File: src/rtl/pcm_frame_timer.sv
module pcm_frame_timer #(
  parameter int IDX_W = 10
) (
  input  logic             clk,
  input  logic             rst_n,
  input  logic             bclk_tick,
  input  logic             clk_off,
  input  logic             bclk_slave,
  input  logic             fsync_slave,
  input  logic             sample_rise,
  input  logic             sync_fall_start,
  input  logic [IDX_W-1:0] frame_len_m1,
  input  logic [IDX_W-1:0] sync_len,
  input  logic             bclk_in,
  input  logic             fsync_in,
  output logic             bclk_out,
  output logic             fsync_out,
  output logic             sample_stb,
  output logic             drive_stb,
  output logic             frame_start,
  output logic [IDX_W-1:0] bit_idx
);

  logic             bck, fs_act, pend;
  logic [2:0]       bsync, fsync;
  logic [IDX_W-1:0] cnt;

  wire edge_ev = !clk_off && (bclk_slave ? (bsync[1] ^ bsync[2]) : bclk_tick);
  wire new_lvl = bclk_slave ? bsync[1] : ~bck;
  wire samp_ev = edge_ev && (new_lvl == sample_rise);
  wire drv_ev  = edge_ev && (new_lvl != sample_rise);

  wire [IDX_W-1:0] nxt = (cnt >= frame_len_m1) ? '0 : cnt + IDX_W'(1);
  wire fs_edge = fsync_slave && (fsync[1] ^ sync_fall_start) && !(fsync[2] ^ sync_fall_start);
  wire resync  = fsync_slave && (pend || fs_edge);
  wire [IDX_W-1:0] cnt_d = resync ? '0 : nxt;

  always_ff @(posedge clk or negedge rst_n) begin
    if (!rst_n) begin
      bck         <= 1'b0;
      bsync       <= '0;
      fsync       <= '0;
      pend        <= 1'b0;
      fs_act      <= 1'b0;
      cnt         <= '1;
      sample_stb  <= 1'b0;
      drive_stb   <= 1'b0;
      frame_start <= 1'b0;
    end else begin
      bsync       <= {bsync[1:0], bclk_in};
      fsync       <= {fsync[1:0], fsync_in};
      sample_stb  <= samp_ev;
      drive_stb   <= drv_ev;
      frame_start <= samp_ev && (cnt_d == '0);
      if (!bclk_slave && edge_ev) bck <= ~bck;
      if (samp_ev) cnt <= cnt_d;
      if (samp_ev) pend <= 1'b0;
      else if (fs_edge) pend <= 1'b1;
      if (drv_ev) fs_act <= (nxt < sync_len);
    end
  end

  assign bit_idx   = cnt;
  assign bclk_out  = bclk_slave ? 1'b0 : bck;
  assign fsync_out = fsync_slave ? 1'b0 : (fs_act ^ sync_fall_start);

endmodule

File: config.mk
export PLATFORM = sky130hd
export DESIGN_NAME = pcm_frame_timer
export DESIGN_NICKNAME = d
export VERILOG_FILES = /design/src/rtl/pcm_frame_timer.sv
export SDC_FILE = /design/constraint.sdc
export NUM_CORES = 1
export LEC_CHECK = 0
export BUFFER_PORTS_ARGS = -buffer_cell sky130_fd_sc_hd__buf_2
export CAP_MARGIN = 20
export CORE_MARGIN = 4
export CORE_UTILIZATION = 57
export DETAILED_ROUTE_END_ITERATION = 16
export GPL_TIMING_DRIVEN = 0
export PLACE_DENSITY_LB_ADDON = 0.2
export REMOVE_ABC_BUFFERS = 1
export SLEW_MARGIN = 20
export SYNTH_ARGS = -nofsm -noshare
export SYNTH_HDL_FRONTEND = slang
export SYNTH_SLANG_ARGS = --single-unit
File: constraint.sdc
create_clock -name clk -period 4.6 [get_ports clk]
set_input_delay 0.46 -clock clk [delete_from_list [all_inputs] [get_ports clk]]
set_output_delay 0.46 -clock clk [all_outputs]
set_load 0.03 [all_outputs]
==> flow_metrics.tcl <==
set metrics [dict create \
    total_leakage_power_uw 0.0009983 \
    async_reset_ff_share_pct 100.0 \
    drv_slew 0 \
    grt_pass1_vias 1461 \
    finalWeightedCongestion 0.8120 \
    yosys.area_share.simple_pct 21.77 \
    route.final.wire_length_um 3799 \
    run_status "completed" \
    clk_pin_slew_worst_paths_ns 0.13 \
    arrival_ns 3.55 \
    critical_path_buf_inv_count 0 \
    relSlewSlack_pct 60.93 \
    internal_power_uw 449.7 \
    unrepaired_setup_endpoints_after_global_routing "no" \
    postSynthAreaPerCell_um2 8.564 \
    ys_warn_count 0 \
    clk_lat_worst_skew_ns 0.31 \
    drc 0 \
    regArea_um2 563.0 \
    yosys.area_share.xor_xnor_pct 2.557 \
    number_of_antenna_violations_at_the_first_check_in_global_routing 0 \
    cts.root.buffer_cell "sky130_fd_sc_hd__clkbuf_4" \
    post_cts_buffers 0 \
    vias_per_cell 5.843 \
    synth-compound-area-share_pct 19.36 \
    worstMarginPinSlew_ns 0.5861 \
    fp-row-count 19 \
    critPathKind "register to register" \
    ctsLongestPathBuffers 2 \
    postSynth.topFlopCell "sky130_fd_sc_hd__dfrtp_1" \
    cell_taking_the_most_area_after_synthesis "sky130_fd_sc_hd__dfrtp_1" \
    post_cts.resized_instances 0 \
    finalSetupTns_ns 0 \
    synth_cell_types 48 \
    synth_top_family_by_area "simple AND/OR/NAND/NOR gates" \
    dp.cells 270 \
    comb_power_share_pct 50.0 \
    drive_gt1_share_pct 27.16 \
    start_kind "register" \
    commonest_cells_after_routing_fill_and_taps_aside "sky130_fd_sc_hd__buf_2, sky130_fd_sc_hd__inv_1, sky130_fd_sc_hd__ha_1" \
    routed-via-count 1601 \
    layout.cells.most_common "sky130_fd_sc_hd__buf_2" \
    multi_input_area_mm2 0.001018 \
    chipWidth_um 62.82 \
    cp_max_fo 12 \
    drt_pass1_iterations 4 \
    hold_buffers 0 \
    final_critical_path_required_period_ns 3.327 \
    groute.usage.overall_pct 19.69 \
    post_drt_wl_per_cell_um 13.86 \
    grt_first_pass_wirelength_um 6348 \
    cts_tree "done" \
    number_of_enable_type_register_cells_in_the_synthesized_netlist 0 \
    core_region_area_mm2 0.002805 \
    postRouteAntennaNets 0 \
    setup_violating_endpoint_count_in_the_final_report 0 \
    floorplan.die_area_mm2 0.003946 \
    synth_fa_ha_area_share_pct 14.61 \
    crit_slowest_cell "sky130_fd_sc_hd__dfstp_2" \
    power.clock.fraction_pct 11.2 \
    synthesis.area_mm2 0.001713 \
    yosys-mux-area-fraction_pct 1.169 \
    routed-wl-met2_um 1738 \
    min_path_type "primary input to async pin" \
    dieHeight_um 62.82 \
    io_buffers 44 \
    worst_setup_path_end_kind "register" \
    synth.yosys.seq_area_share_pct 32.87 \
    postSynthRegisterBits 22 \
    timing.critical_path.cells "ha_1 > nand4_2 > or3_4 > o221ai_2 > nor2_1 > ha_1 > a21oi_1 > nand2_1 > a221oi_1 > o21ai_0 > o31ai_1" \
    netlist_instances 200 \
    clock-skew-final_ns 0.01035 \
    grt.overflow.total 0 \
    layout-area-overhead-vs-synth_pct 15.12 \
    initial_standard_cell_utilization_of_the_core_pct 61.06 \
    fraction_of_the_cycle_the_final_worst_path_needs_pct 72.33 \
    met1_length_um 1672 \
    detailedRoute.firstIterationViolations 57 \
    final_hold_fails 0 \
    sw_frac_of_total_pct 46.52 \
    timing.critical_path.required_ns 4.83 \
    synth_area_leaders "sky130_fd_sc_hd__dfrtp_1, sky130_fd_sc_hd__dfstp_2, sky130_fd_sc_hd__ha_1, sky130_fd_sc_hd__inv_1, sky130_fd_sc_hd__a21oi_1" \
    pin_count 45 \
    biggest_cell_delay_along_the_critical_path_ns 0.63 \
    total_switching_power_uw 391.3 \
    achievable-frequency_ghz 0.3005 \
    final_cells 274 \
    clock_sink_count 22 \
    h-tree-depth 1 \
    grt_start_max_net_pins 23 \
    max-cap-violations 0 \
    seqPwrFrac_pct 38.8 \
    worst_path_dominant_cell_family "compound AO/OA/AOI/OAI gates" \
    ir_drop_uv 315.1 \
    fill_cells 243 \
    power_per_cell_area_mw_per_mm2 426.5 \
    cpMostUsedCell "sky130_fd_sc_hd__ha_1" \
    detailroute.wirelength.met3_um 352 \
    synth_largest_type_area_fraction_pct 17.53 \
    antenna_cells_inserted 0 \
    place.detailed.hpwl_um 2993 \
    top_layer "met4" \
    design.final.nets 294 \
    numCtsBuffers 3 \
]
==> registers in the layout, summed over array words and instances (netlist names) <==
register and flops:
bck 1, bit_idx 10, bsync 3, drive_stb 1, frame_start 1, fs_act 1, fsync 3, pend 1
sample_stb 1
==> layout make-up <==
class	instances	share of cell area [%]
inverter	28	5.330
sequential	22	28.55
clock buffer	4	1.332
timing repair buffer	44	11.17
tap	31	1.967
multi-input combinational	145	51.65
==> worst paths after layout <==
check                           start         end  slack, ns  cells past startpoint
min in group clk              bclk_in    bsync[0]       0.24                      1
min reg2reg                  fsync[0]    fsync[1]       0.37                      0
min                             rst_n   drive_stb       0.09                      1
max in group asynchronous       rst_n  bit_idx[5]       4.15                      1
max                        bit_idx[7]      fs_act       1.27                     11
max reg2reg                bit_idx[7]      fs_act       1.27                     11
==> cell usage after synthesis (3+ instances only) <==
master                       n
sky130_fd_sc_hd__inv_1      27
sky130_fd_sc_hd__ha_1       20
sky130_fd_sc_hd__nand2_1    18
sky130_fd_sc_hd__a21oi_1    15
sky130_fd_sc_hd__nor2_1     13
sky130_fd_sc_hd__dfrtp_1    12
sky130_fd_sc_hd__dfstp_2    10
sky130_fd_sc_hd__nand2b_1    6
sky130_fd_sc_hd__a31oi_1     5
sky130_fd_sc_hd__nand3_1     5
sky130_fd_sc_hd__nand4_1     5
sky130_fd_sc_hd__clkbuf_1    4
sky130_fd_sc_hd__o21ai_0     4
sky130_fd_sc_hd__o22ai_1     4
sky130_fd_sc_hd__o31ai_1     4
sky130_fd_sc_hd__o21a_1      3
sky130_fd_sc_hd__o21ai_1     3
sky130_fd_sc_hd__o2bb2ai_1   3
sky130_fd_sc_hd__xor2_1      3
==> kinds of logic after synthesis <==
kind of cell	count (synthesis)
buf+inv	33
compound gates	50
simple gates	68
mux	2
fa+ha+maj	20
xor+xnor	5
flops	22
==> power groups by stage <==
stage	Sequential, uW	Combinational [uW]	Clock [uW]
2_1_floorplan	364	255	0
3_3_place_gp	325	404	0
3_5_place_dp	328	417	0
4_1_cts	324	422	93.2
5_1_grt	336	472	105
6_report	326	421	93.9
==> per-stage QoR <==
step | total power, uW | util [%] | instance area, um2 | hold WS [ns] | worst slack (ns)
global placement | 728.9 | 69.36 | 1946 | 0.3323 | 1.291
CTS | 838.6 | 70.29 | 1972 | 0.1055 | 1.278
global route | 912.3 | 70.29 | 1972 | 0.1064 | 1.033
detailed placement | 744.9 | 69.36 | 1946 | 0.3355 | 1.176
finish | 841.0 | 70.29 | 1972 | 0.08867 | 1.273
floorplan | 619.1 | - | 1687 | 0.1644 | 1.576
==> metal layers <==
| metal | vias up | track usage, % |
|---|---|---|
| met1 | 709 | 25.34 |
| met3 | 4 | 4.856 |
| met5 | - | 0 |
| li1 | 803 | - |
| met2 | 85 | 32.89 |
| met4 | 0 | 5.234 |
Note: power is estimated with default switching activity, not from simulation.
